--- src/rtl/chg_irq_pkg.sv ---
package chg_irq_pkg;
  typedef enum logic {
    DRV_OPEN_DRAIN = 1'b0,
    DRV_PUSH_PULL  = 1'b1
  } drv_mode_e;
endpackage

--- src/rtl/chg_irq_edge.sv ---
module chg_irq_edge #(
  parameter int STAT_W = 8
) (
  input  logic              clk_i,
  input  logic              rst_ni,
  input  logic [STAT_W-1:0] stat_i,
  input  logic [STAT_W-1:0] mask_i,
  output logic [STAT_W-1:0] edge_o
);
  logic [STAT_W-1:0] prev_q;

  always_ff @(posedge clk_i or negedge rst_ni) begin
    if (!rst_ni) prev_q <= '0;
    else         prev_q <= stat_i;
  end

  assign edge_o = (stat_i ^ prev_q) & ~mask_i;
endmodule

--- src/rtl/chg_irq_txwatch.sv ---
module chg_irq_txwatch #(
  parameter int NUM_CH = 4,
  parameter int SAMP_W = 8
) (
  input  logic                     clk_i,
  input  logic                     rst_ni,
  input  logic [NUM_CH*SAMP_W-1:0] samp_i,
  input  logic [NUM_CH-1:0]        arm_i,
  output logic                     chg_o
);
  logic [NUM_CH-1:0] hit;

  for (genvar c = 0; c < NUM_CH; c++) begin : g_ch
    logic [SAMP_W-1:0] prev_q;
    logic [SAMP_W-1:0] cur;
    assign cur = samp_i[c*SAMP_W +: SAMP_W];
    always_ff @(posedge clk_i or negedge rst_ni) begin
      if (!rst_ni) prev_q <= '0;
      else         prev_q <= cur;
    end
    assign hit[c] = arm_i[c] && (cur != prev_q);
  end

  assign chg_o = |hit;
endmodule

--- src/rtl/chg_irq_drv.sv ---
module chg_irq_drv
  import chg_irq_pkg::*;
(
  input  drv_mode_e mode_i,
  input  logic      pend_i,
  output logic      irq_no,
  output logic      irq_oe_o
);
  // open drain: only enable the pad while pulling low
  assign irq_no   = ~pend_i;
  assign irq_oe_o = (mode_i == DRV_PUSH_PULL) ? 1'b1 : pend_i;
endmodule

--- src/rtl/chg_irq_ctrl.sv ---
module chg_irq_ctrl
  import chg_irq_pkg::*;
#(
  parameter int STAT_W = 8,
  parameter int NUM_CH = 4,
  parameter int SAMP_W = 8
) (
  input  logic                     clk_i,
  input  logic                     rst_ni,
  input  logic [STAT_W-1:0]        stat_i,
  input  logic [NUM_CH*SAMP_W-1:0] tx_samp_i,
  input  logic [NUM_CH-1:0]        tx_arm_i,
  input  logic                     rd_stat_i,
  output logic [STAT_W-1:0]        rd_data_o,
  input  logic                     mask_wr_i,
  input  logic [STAT_W-1:0]        mask_wdata_i,
  output logic [STAT_W-1:0]        mask_o,
  input  logic                     mode_wr_i,
  input  logic                     mode_wdata_i,
  output logic                     mode_o,
  output logic                     irq_no,
  output logic                     irq_oe_o
);
  logic              pend_q;
  logic [STAT_W-1:0] stat_q;
  logic [STAT_W-1:0] mask_q;
  drv_mode_e         mode_q;
  logic [STAT_W-1:0] stat_edge;
  logic [STAT_W-1:0] live_diff;
  logic              tx_chg;

  chg_irq_edge #(.STAT_W(STAT_W)) u_edge (
    .clk_i  (clk_i),
    .rst_ni (rst_ni),
    .stat_i (stat_i),
    .mask_i (mask_q),
    .edge_o (stat_edge)
  );

  chg_irq_txwatch #(.NUM_CH(NUM_CH), .SAMP_W(SAMP_W)) u_tx (
    .clk_i  (clk_i),
    .rst_ni (rst_ni),
    .samp_i (tx_samp_i),
    .arm_i  (tx_arm_i),
    .chg_o  (tx_chg)
  );

  chg_irq_drv u_drv (
    .mode_i   (mode_q),
    .pend_i   (pend_q),
    .irq_no   (irq_no),
    .irq_oe_o (irq_oe_o)
  );

  // re-compare against the held copy on a read
  assign live_diff = (stat_i ^ stat_q) & ~mask_q;

  always_ff @(posedge clk_i or negedge rst_ni) begin
    if (!rst_ni) begin
      pend_q <= 1'b0;
      stat_q <= '0;
      mask_q <= '1;
      mode_q <= DRV_OPEN_DRAIN;
    end else begin
      if (mode_wr_i) mode_q <= drv_mode_e'(mode_wdata_i);
      if (mask_wr_i) begin
        mask_q <= mask_wdata_i;
        pend_q <= 1'b0;
        stat_q <= stat_i;
      end else if (rd_stat_i) begin
        pend_q <= (|live_diff) | tx_chg;
        stat_q <= stat_i;
      end else if (!pend_q) begin
        pend_q <= (|stat_edge) | tx_chg;
        stat_q <= stat_i;
      end else begin
        stat_q <= (stat_q & ~mask_q) | (stat_i & mask_q);
      end
    end
  end

  assign rd_data_o = stat_q;
  assign mask_o    = mask_q;
  assign mode_o    = mode_q;

  a_r1_edge_fires: assert property (@(posedge clk_i) disable iff (!rst_ni)
    (!pend_q && |stat_edge && !rd_stat_i && !mask_wr_i) |=> !irq_no);

  a_r3_unmasked_hold: assert property (@(posedge clk_i) disable iff (!rst_ni)
    (pend_q && !rd_stat_i && !mask_wr_i) |=>
      (!irq_no && ((rd_data_o & ~mask_o) == $past(rd_data_o & ~mask_o))));

  a_r5_read_refire: assert property (@(posedge clk_i) disable iff (!rst_ni)
    (rd_stat_i && !mask_wr_i && |live_diff) |=> (!irq_no && rd_data_o == $past(stat_i)));

  a_r6_mask_clears: assert property (@(posedge clk_i) disable iff (!rst_ni)
    mask_wr_i |=> (irq_no && mask_o == $past(mask_wdata_i)));

  a_r7_od_enable: assert property (@(posedge clk_i) disable iff (!rst_ni)
    (mode_o == 1'b0) |-> (irq_oe_o == !irq_no));
endmodule

--- config.mk ---
export PLATFORM = sky130hd
export DESIGN_NAME = chg_irq_ctrl
export DESIGN_NICKNAME = d
export VERILOG_FILES = /design/src/rtl/chg_irq_pkg.sv /design/src/rtl/chg_irq_edge.sv /design/src/rtl/chg_irq_txwatch.sv /design/src/rtl/chg_irq_drv.sv /design/src/rtl/chg_irq_ctrl.sv
export SDC_FILE = /design/constraint.sdc
export NUM_CORES = 1
export LEC_CHECK = 0
export BUFFER_PORTS_ARGS = -buffer_cell sky130_fd_sc_hd__buf_4
export CAP_MARGIN = 10
export CELL_PAD_IN_SITES_DETAIL_PLACEMENT = 0
export CELL_PAD_IN_SITES_GLOBAL_PLACEMENT = 1
export CORE_MARGIN = 4
export CORE_UTILIZATION = 39
export DETAILED_ROUTE_END_ITERATION = 7
export HOLD_SLACK_MARGIN = 0.05
export PLACE_DENSITY = 0.79
export SLEW_MARGIN = 25
export SYNTH_ARGS = -nofsm -noshare
export SYNTH_HDL_FRONTEND = slang
export SYNTH_HIERARCHICAL = 1
export SYNTH_SLANG_ARGS = --single-unit
--- constraint.sdc ---
create_clock -name clk_i -period 1.7 [get_ports clk_i]
set_clock_uncertainty 0.1 [all_clocks]
set_input_delay 0.34 -clock clk_i [delete_from_list [all_inputs] [get_ports clk_i]]
set_output_delay 0.34 -clock clk_i [all_outputs]
set_load 0.01 [all_outputs]
Yosys cells after proc, flatten, opt, wreduce, memory -nomap -nowiden
Index checks and enable logic that the tools add are counted.
Word-level totals
  input bits: 58
  register bits after elaboration: 58
  output and inout port bits: 19
  word-level logic and storage cells: 38
Operators by class
  equality and inequality tests: 4
  muxes and demuxes: 7
  reduce and logical (&&, ||, !) cells: 7
  bitwise logic cells: 11
Operators with widths (number)
  AND 8 bit: 4
  != test 8 bit: 4
  2-to-1 mux 8 bit: 3
  OR reduction 8 bit: 2
  bitwise XOR 8 bit: 2
  NOT 8 bit: 1
  bitwise OR 8 bit: 1
  logical AND 1 bit: 4
  2-to-1 mux 1 bit: 4
  OR reduction 4 bit: 1
  bitwise OR 1 bit: 2
  NOT 1 bit: 1

Depth between registers and ports, before layout
Gate-level depths: netlist (run 1).
  depth in word-level cells: 7
  depth in mapped cells: 8

Modules after synthesis
The synthesis (run 1) kept the hierarchy.
By module, submodules not included
  chg_irq_txwatch: times used 1, area an instance 1157.4 µm², cells each 77
  chg_irq_ctrl: times used 1, area an instance 855.8 µm², cells each 66
  chg_irq_edge: times used 1, area an instance 300.3 µm², cells each 24
  chg_irq_drv: times used 1, area an instance 10.0 µm², cells each 2

Worst setup path before layout (run 1)
No wires, ideal clock.
  kind: register to register
  from: register u_tx.g_ch[1].prev_q[2]
  to: register pend_q
  arrival: 1279 ps
  stages on the path, launching flop included: 9
  slack: 189 ps
  path buffers: 0
  period minus slack after synthesis: 1511 ps
  cell sequence: dfrtp_1 > xnor2_1 > nand4_1 > o21ai_1 > nand4_1 > nor4_1 > nand2_1 > nor4_1 > a211oi_1
On the way
  word-level cells in the longest chain between the ends: 7
RTL lines
  start: declaration: RTL line chg_irq_txwatch.sv:14  | logic [SAMP_W-1:0] prev_q;
  start signal: assignment: RTL line chg_irq_txwatch.sv:19  | else prev_q <= cur;
  != test 8 bit (*): RTL line chg_irq_txwatch.sv:21  | assign hit[c] = arm_i[c] && (cur != prev_q);
  logical AND 1 bit (*): RTL line chg_irq_txwatch.sv:21
  OR reduction 4 bit (*): RTL line chg_irq_txwatch.sv:24  | assign chg_o = |hit;
  net tx_chg: RTL line chg_irq_ctrl.sv:30  | logic tx_chg;
  bitwise OR 1 bit: RTL line chg_irq_ctrl.sv:74  | pend_q <= (|stat_edge) | tx_chg;
  2-to-1 mux 1 bit: RTL line chg_irq_ctrl.sv:73  | end else if (!pend_q) begin
  2-to-1 mux 1 bit (*): RTL line chg_irq_ctrl.sv:70  | end else if (rd_stat_i) begin
  2-to-1 mux 1 bit (*): RTL line chg_irq_ctrl.sv:66  | if (mask_wr_i) begin
  end signal: assignment: RTL line chg_irq_ctrl.sv:71  | pend_q <= (|live_diff) | tx_chg;
  end signal: assignment: RTL line chg_irq_ctrl.sv:74
  end: declaration: RTL line chg_irq_ctrl.sv:24  | logic pend_q;
The timed path passes the listed nets; every way through them passes the cells marked *.
A chain may end at the register's enable or synchronous reset.

Final worst setup path (run 1)
  from: register u_tx.g_ch[3].prev_q[4]
  to: register pend_q
On the way
  word-level cells in the longest chain between the ends: 7
RTL lines (RTL line)
  start: declaration: chg_irq_txwatch.sv:14
  start signal: assignment: chg_irq_txwatch.sv:19
  != test 8 bit (*): chg_irq_txwatch.sv:21
  logical AND 1 bit (*): chg_irq_txwatch.sv:21
  OR reduction 4 bit (*): chg_irq_txwatch.sv:24
  net tx_chg: chg_irq_ctrl.sv:30
  bitwise OR 1 bit: chg_irq_ctrl.sv:74
  2-to-1 mux 1 bit: chg_irq_ctrl.sv:73
  2-to-1 mux 1 bit (*): chg_irq_ctrl.sv:70
  2-to-1 mux 1 bit (*): chg_irq_ctrl.sv:66
Marked as above.

==> results of run 1 <==
-- final timing paths --
path                                              from   endpoint  slack, ns  cells after the start
max in group asynchronous                       rst_ni  mask_o[7]       0.58                      3
min in group asynchronous                       rst_ni  async pin       0.36                      2
worst min-delay path                   mask_wdata_i[6]  mask_o[6]       0.15                      2
worst min register to register                  mode_o     mode_o       0.43                      1
worst max-delay path            u_tx/g_ch[3].prev_q[4]     pend_q      -0.05                      8
worst max register to register  u_tx/g_ch[3].prev_q[4]     pend_q      -0.05                      8
-- repair_timing --
item / in CTS / in global routing
endpoints found under the setup margin: 1 / 1
pin swaps: 2 / 0
gates resized for setup: 1 / 2
endpoints found under the hold margin: 65 / 1
cloned: 0 / 0
hold buffers: 40 / 1
-- power groups by stage --
stage	clock, mW	combinational (mW)	sequential (mW)
2_1_floorplan	0	0.181	1.57
3_3_place_gp	0	0.440	1.57
3_5_place_dp	0	0.445	1.57
4_1_cts	1.19	0.519	1.55
5_1_grt	1.26	0.566	1.56
6_report	1.15	0.516	1.54
-- area by class of cell --
| cell class | instances | share of cell area |
|---|---|---|
| clock buffer | 14 | 0.0478 |
| clock inverter | 2 | 0.00277 |
| multi-input combinational | 109 | 0.239 |
| tap | 72 | 0.0249 |
| inverter | 1 | 0.00104 |
| timing repair buffer | 119 | 0.279 |
| sequential | 58 | 0.405 |
-- logic make-up (layout without fill, tap and decap cells) --
logic type	after synthesis	after routing	synth area share
flip-flops	58	58	0.629
XOR/XNOR	48	48	0.181
buffers and inverters	2	136	0.00646
multiplexers	17	17	0.0824
AND/OR/NAND/NOR	36	36	0.0813
AO/OA/AOI/OAI	8	8	0.0199
-- metal layers --
layer	global-route usage	vias to the layer above	wire length [um]
met5	0	-	0
li1	-	835	-
met2	0.251	56	2480
met4	0.0734	0	85
met1	0.182	792	2150
met3	0.0417	10	399
-- stage by stage --
| stage | utilization | TNS, ns | cells |
|---|---|---|---|
| 3_3_place_gp | 0.532 | -0.139 | 318 |
| 3_5_place_dp | 0.532 | -0.179 | 318 |
| 6_report | 0.640 | -0.0473 | 375 |
| 4_1_cts | 0.636 | -0.0755 | 374 |
| 5_1_grt | 0.640 | -0.196 | 375 |
| 2_1_floorplan | - | 0 | 169 |
-- worst register-to-register path: stages, from the launching register on --
cell and delay (ns):
dfrtp_1 0.40, xnor2_2 0.17, nand4_1 0.10, o21ai_1 0.17, nand4_1 0.13, nor4_1 0.20
nand2_1 0.11, nor4_2 0.16, a211oi_1 0.07
-- Yosys cell counts --
library cell | number | area share
a211oi_1 | 1 | 0.0032
buf_6 | 1 | 0.0048
dfrtp_1 | 50 | 0.54
dfstp_2 | 8 | 0.090
inv_1 | 1 | 0.0016
mux2_1 | 8 | 0.039
mux2_2 | 9 | 0.044
nand2_1 | 1 | 0.0016
nand2_4 | 1 | 0.0048
nand4_1 | 9 | 0.024
nor2_1 | 18 | 0.029
nor2_4 | 1 | 0.0048
nor3b_1 | 1 | 0.0032
nor4_1 | 4 | 0.011
o21ai_1 | 4 | 0.0086
o22ai_1 | 3 | 0.0081
or2_1 | 1 | 0.0027
xnor2_1 | 48 | 0.18
==> results.yml, run 1 <==
finish:
  multi_input_area_um2: 865
  drive_above_1_share: 0.376
  register_area_um2: 1460
  fillerInstances: 460
  mostFrequentLayoutCell: "buf_4"
  synthToLayoutAreaGrowth_pct: 55.4
  num_antenna_cells: 0
  final_cell_area_um2: 3610
  mostFrequentLayoutCells: "buf_4, dfrtp_1, xnor2_1"
  layout.nets: 356
cts:
  cts_sinks: 58
  h-tree-depth: 3
  numCtsBuffers: 9
  ctsLongestPathBuffers: 2
  tritoncts: "built"
  clkTransAtPathRegs_ns: 0.06
  clockRootBuffer: "clkbuf_8"
  clk_latency_ns: 0.33
  cts_setup_buffers: 0
detailed_routing:
  dr.pass1.iters: 4
  drc: 0
  wirelength_mm: 5.11
  vias_per_cell: 4.51
  vias: 1693
  ant_nets: 0
  drtIter0Drc: 47
  wl_per_cell_um: 13.6
placed_design:
  gp_congestion: 0.705
  place_ws_ns: -0.179
  dpl.hpwl_mm: 3.58
  port_buffers: 76
  place_area_um2: 3000
setup_path:
  cp_cell_sequence: "xnor2_2 > nand4_1 > o21ai_1 > nand4_1 > nor4_1 > nand2_1 > nor4_2 > a211oi_1"
  slowest_stage: "dfrtp_1"
  startpoint_type: "register"
  arrival_ns: 1.85
  worst_setup_path_end_kind: "register"
  worst-path-max-fanout: 2
  cp_num_buf_inv: 0
  cp.required_ns: 1.80
  path_class: "register to register"
  max_stage_delay_ns: 0.40
  cp_common_cell: "nand4_1"
  critical_path.top_delay_family: "simple AND/OR/NAND/NOR gates"
yosys:
  synth_seq_cells: 58
  syn_nets: 227
  synth.distinct_cells: 18
  synth-warning-count: 6
  avgSynthCellArea_um2: 13.7
  syn_area_um2: 2320
  yosysSeqAreaShare: 0.629
  synth_cells: 169
power:
  power_mw: 3.21
  pwr-share-seq: 0.480
  p_int_mw: 2.45
  p_comb_frac: 0.161
  ir_drop_mv: 0.702
  clock_power_share: 0.359
  leakagePower_nw: 1.56
  swShare: 0.238
  pwr_density_cell_nw_per_um2: 890
  switchingPower_uw: 766
timing:
  finalCritPeriodShare: 1.03
  clock.fmax_mhz: 572
  setup_viol: 1
  slew-limit-headroom: 0.774
  rsz0062_at_grt: "yes"
  final_hold_viol_count: 0
  worstMarginPinSlew_ns: 0.340
  slew_violations: 0
  setup_ws_ns: -0.0473
  holdWs_ns: 0.147
  finalCriticalPeriod_ns: 1.75
min_path:
  min_path_type: "input port to register"
grt:
  overflow: 0
  track_usage: 0.152
  grt_pass1_vias: 1842
  grt_max_degree: 34
  grt_pass1_wl_mm: 8.53
  antenna_found_initial: 0
floorplan:
  fp.dieW_um: 85.2
  rows: 27
  start_util: 0.412
  fp.coreArea_um2: 5640
  ioPinCount: 77
  die_h_um: 85.2
  die_area_um2: 7260
run_status:
  status: "finished with violations"
  violations: "negative setup slack"
flow_run:
  cap_viol_max_count: 0
(Power assumes the default switching activity.)
==> run 2: changes to the inputs <==
--- a/config.mk
+++ b/config.mk
@@ -17,5 +17,4 @@
 export SLEW_MARGIN = 25
 export SYNTH_ARGS = -nofsm -noshare
 export SYNTH_HDL_FRONTEND = slang
-export SYNTH_HIERARCHICAL = 1
 export SYNTH_SLANG_ARGS = --single-unit
==> run 2 against run 1 <==
Worst hold slack got worse by 0.086 ns. Area after synthesis decreased by 0.97%. Sequential share of layout area decreased by 0.29 points. Critical path depth decreased by 5. Non-clock buffer count increased by 1. Clock power increased by 4%. Via count decreased by 0.35%. Synthesized cell count decreased by 3.0%. Global-route usage increased by 0.61 points. The flow now finishes without violations. Utilization increased by 0.85 points. Clock-buffer cell count unchanged.
==> results.yml, run 2 <==
detailed_routing:
  vias_per_cell: 4.56
  wirelength_mm: 5.25
  ant_nets: 0
  drtIter0Drc: 74
  drc: 0
  wl_per_cell_um: 14.2
  dr.pass1.iters: 4
  vias: 1687
placed_design:
  gp_congestion: 0.722
  port_buffers: 76
  place_ws_ns: 0.0129
  dp_cells: 315
  dpl.hpwl_mm: 3.68
yosys:
  syn_area_um2: 2300
  synth_edf_count: 0
  synth.distinct_cells: 18
  synthTopCellsByArea: "dfrtp_1, xnor2_1, dfstp_2"
  yosys-top-cells-count: "dfrtp_1, xnor2_1, nor2_1"
  avgSynthCellArea_um2: 14.0
  synth_cells: 164
  yosysSeqAreaShare: 0.635
  synth-main-ff-cell: "dfrtp_1"
  synth_area_leader_cell: "dfrtp_1"
  synth_top_area_share: 0.544
  async_flop_share: 1.00
  synth_seq_cells: 58
  synth_most_common_cell: "dfrtp_1"
  synth-warning-count: 0
  syn_nets: 222
grt:
  grt_max_degree: 32
  grt_pass1_wl_mm: 8.87
  grt_pass1_vias: 1885
  track_usage: 0.158
  overflow: 0
  antenna_found_initial: 0
floorplan:
  fp.dieW_um: 84.8
  die_h_um: 84.8
  start_util: 0.410
  rows: 27
  fp.coreArea_um2: 5610
  ioPinCount: 77
  die_area_um2: 7190
finish:
  drive_above_1_share: 0.409
  layout.nets: 351
  mostFrequentLayoutCell: "buf_4"
  mostFrequentLayoutCells: "buf_4, dfrtp_1, xnor2_1"
  synthToLayoutAreaGrowth_pct: 58.1
  num_antenna_cells: 0
  fillerInstances: 428
  fin_cells: 370
timing:
  rsz0062_at_grt: "no"
  setup_viol: 0
  slew_violations: 0
  setup_ws_ns: 0.0629
  finalCriticalPeriod_ns: 1.64
  final_hold_viol_count: 0
  finalCritPeriodShare: 0.963
  finalSetupTns_ns: 0
  clock.fmax_mhz: 611
  holdWs_ns: 0.0608
  worstMarginPinSlew_ns: 0.398
  slew-limit-headroom: 0.735
setup_path:
  worst-path-max-fanout: 2
  worst_setup_path_end_kind: "output pin"
  cp.required_ns: 1.26
  arrival_ns: 1.20
  startpoint_type: "register"
  path_class: "register to output pin"
cts:
  clk_latency_ns: 0.33
  h-tree-depth: 3
  ctsLongestPathBuffers: 2
  cts_sinks: 58
  numCtsBuffers: 9
  clockRootBuffer: "clkbuf_8"
  tritoncts: "built"
  clkTransAtPathRegs_ns: 0.06
power:
  ir_drop_mv: 0.692
  power_mw: 3.28
  pwr_density_cell_nw_per_um2: 902
  leakagePower_nw: 1.59
min_path:
  min_path_type: "input port to register"
flow_run:
  cap_viol_max_count: 0
run_status:
  status: "finished, final reports clean"
[run 2: changes by cell type after synthesis, moves of 2 or more]
cell     previous run  this run
buf_2               0         2
nor2_1             18        10
nor4_1              4         0
o21ai_0             0         7
o21ai_1             4         0
o22ai_1             3         6
[run 2: layout make-up]
type,count,area [um^2],area share
clock buffer,14,183,0.0502
clock inverter,2,10.0,0.00275
inverter,1,3.75,0.00103
multi-input combinational,103,875,0.240
sequential,58,1460,0.402
tap,72,90.1,0.0248
timing repair buffer,120,1010,0.279
[run 2: cell families (layout without fill, tap and decap cells)]
logic type,after synthesis,after routing,synth area share
AOI/OAI and AO/OA,15,15,0.0375
muxes,17,17,0.0832
xor gates and xnor gates,48,48,0.183
and+or+nand+nor,23,23,0.0555
DFF,58,58,0.635
buffers and inverters,3,137,0.00598
[run 2: repair_timing]
item | CTS | global route
gates cloned | 0 | 0
endpoints found under the hold margin | 60 | 2
hold buffers | 37 | 2
buffers inserted | 0 | 0
endpoints found under the setup margin | 1 | 2
pin swaps | 0 | 4
resized for setup | 2 | 10
[run 2: worst paths after layout]
path | start | to | slack [ns] | cells after the start
setup / recovery | pend_q | irq_oe_o | 0.06 | 3
max in group asynchronous | rst_ni | mask_o[7] | 0.57 | 3
hold reg to reg | register | register | 0.44 | 1
setup reg to reg | mask_o[0] | pend_q | 0.10 | 4
hold / removal | stat_i[1] | u_edge.prev_q[1] | 0.06 | 1
min in group asynchronous | rst_ni | async pin | 0.38 | 2
[run 2: worst max-delay path, stage by stage (launching register included)]
cell and delay [ns]:
dfrtp_1 0.38, buf_4 0.14, or2_4 0.24, buf_6 0.12
[run 2: metrics by stage]
| step | cell area (um^2) | utilization |
|---|---|---|
| 6_report | 3640 | 0.649 |
| 5_1_grt | 3640 | 0.649 |
| 4_1_cts | 3570 | 0.637 |
| 3_5_place_dp | 3000 | 0.535 |
| 3_3_place_gp | 3000 | 0.535 |
| 2_1_floorplan | 2300 | - |
[run 2: report_power, final]
group | switching [mW] | internal [mW] | leakage (nW)
Combinational | 0.198 | 0.340 | 0.816
Clock | 0.515 | 0.684 | 0.102
Sequential | 0.0636 | 1.48 | 0.667
Total | 0.776 | 2.50 | 1.59
[run 2: layer usage]
layer,global-route usage,part of all wire
met1,0.200,0.43
met2,0.259,0.48
met3,0.0485,0.073
met4,0.0518,0.013
met5,0,0
==> run 3: changes to the inputs <==
--- a/config.mk
+++ b/config.mk
@@ -14,6 +14,7 @@
 export DETAILED_ROUTE_END_ITERATION = 7
 export HOLD_SLACK_MARGIN = 0.05
 export PLACE_DENSITY = 0.79
+export RECOVER_POWER = 25
 export SLEW_MARGIN = 25
 export SYNTH_ARGS = -nofsm -noshare
 export SYNTH_HDL_FRONTEND = slang
==> run 3 against run 2 <==
Die area unchanged. Routed wire length increased by 0.34%. Worst hold slack better by 0.053 ns. Combinational power fell by 4.5%. Sequential power hardly changed. Sequential share of layout area increased by 1.0 points. Worst setup slack gained 0.0034 ns. Cell area decreased by 2.5%.
==> results.yml, run 3 (synthesized netlist as in run 2, its figures left out) <==
finish:
  mostFrequentLayoutCell: "buf_4"
  synthToLayoutAreaGrowth_pct: 54.2
  fin_cells: 370
  num_antenna_cells: 0
  drive_above_1_share: 0.319
  fillerInstances: 459
  register_area_um2: 1460
  mostFrequentLayoutCells: "buf_4, dfrtp_1, xnor2_1"
  multi_input_area_um2: 875
  layout.nets: 351
cts:
  clockRootBuffer: "clkbuf_8"
  clk_latency_ns: 0.33
  tritoncts: "built"
  cts_sinks: 58
  clkTransAtPathRegs_ns: 0.06
  numCtsBuffers: 9
  h-tree-depth: 3
  ctsLongestPathBuffers: 2
timing:
  slew-limit-headroom: 0.735
  finalCriticalPeriod_ns: 1.63
  setup_ws_ns: 0.0663
  setup_viol: 0
  worstMarginPinSlew_ns: 0.398
  clock.fmax_mhz: 612
  finalSetupTns_ns: 0
  holdWs_ns: 0.114
  finalCritPeriodShare: 0.961
  final_hold_viol_count: 0
  slew_violations: 0
detailed_routing:
  dr.pass1.iters: 4
  ant_nets: 0
  drtIter0Drc: 73
  wl_per_cell_um: 14.2
  wirelength_mm: 5.26
  drc: 0
  vias_per_cell: 4.58
  vias: 1695
grt:
  track_usage: 0.158
  grt_pass1_wl_mm: 8.87
  overflow: 0
  antenna_found_initial: 0
  grt_pass1_vias: 1885
  grt_max_degree: 32
setup_path:
  max_stage_delay_ns: 0.38
  r2r_cells: 4
  cp_cell_sequence: "buf_4 > or2_4 > buf_6"
  startpoint_type: "register"
  slowest_stage: "dfrtp_1"
  path_class: "register to output pin"
  worst-path-max-fanout: 2
  worst_setup_path_end_kind: "output pin"
  arrival_ns: 1.19
  timing.rr.start: "mask_o[2]"
  startpoint: "pend_q"
  cp.required_ns: 1.26
flow_run:
  cap_viol_max_count: 0
power:
  ir_drop_mv: 0.688
  pwr-share-seq: 0.474
  swShare: 0.239
  switchingPower_uw: 776
  pwr_density_cell_nw_per_um2: 917
  p_int_mw: 2.48
  leakagePower_nw: 1.50
  power_mw: 3.25
  p_comb_frac: 0.158
  clock_power_share: 0.369
floorplan:
  ioPinCount: 77
  rows: 27
  fp.dieW_um: 84.8
  start_util: 0.410
  die_area_um2: 7190
  fp.coreArea_um2: 5610
  die_h_um: 84.8
min_path:
  min_path_type: "input port to register"
  hp-start: "stat_i[1]"
  worstHoldPathCells: 1
placed_design:
  gp_congestion: 0.722
  port_buffers: 76
  place_ws_ns: 0.0129
  dp_cells: 315
  dpl.hpwl_mm: 3.68
run_status:
  status: "finished, final reports clean"
==> run 3: through the flow <==
stage,util,cell area [um^2]
2_1_floorplan,-,2300
4_1_cts,0.637,3570
3_3_place_gp,0.535,3000
3_5_place_dp,0.535,3000
6_report,0.633,3550
5_1_grt,0.633,3550
==> run 3: area by class of cell <==
class | instances | share of cell area
Clock inverter | 2 | 0.00282
Sequential cell | 58 | 0.412
Inverter | 1 | 0.00106
Multi-Input combinational cell | 103 | 0.247
Clock buffer | 14 | 0.0515
Tap cell | 72 | 0.0254
Timing Repair Buffer | 120 | 0.261
==> run 3: final timing paths <==
| kind | to | slack (ns) |
|---|---|---|
| max in group asynchronous | mask_o[7] | 0.57 |
| worst max register to register | pend_q | 0.08 |
| min in group asynchronous | async pin | 0.38 |
| worst min-delay path | u_edge.prev_q[1] | 0.11 |
| worst min register to register | register | 0.44 |
| worst max-delay path | irq_oe_o | 0.07 |
==> run 3: repair_timing <==
action	4_1_cts	5_1_grt
pin swaps	0	4
endpoints found under the hold margin	60	2
gates resized for setup	2	10
endpoints found under the setup margin	1	2
hold buffers	37	2
setup buffers	0	0
==> run 3: power by group through the flow <==
stage / combinational, mW / clock (mW) / sequential (mW)
floorplan: 0.180 / 0 / 1.57
global placement: 0.451 / 0 / 1.57
detailed placement: 0.458 / 0 / 1.57
CTS: 0.528 / 1.22 / 1.54
global route: 0.568 / 1.28 / 1.55
finish: 0.513 / 1.20 / 1.54
==> run 3: worst max-delay path: cells and delay by family (launching register included) <==
family                 cells  cell delay (ns)
buffers and inverters      2             0.26
flip-flops                 1             0.38
AND/OR/NAND/NOR            1             0.24
==> run 3: metal layers <==
metal | track usage | wire length (um)
met2 | 0.259 | 2530
met3 | 0.0485 | 377
met4 | 0.0518 | 68
met5 | 0 | 0
met1 | 0.200 | 2290
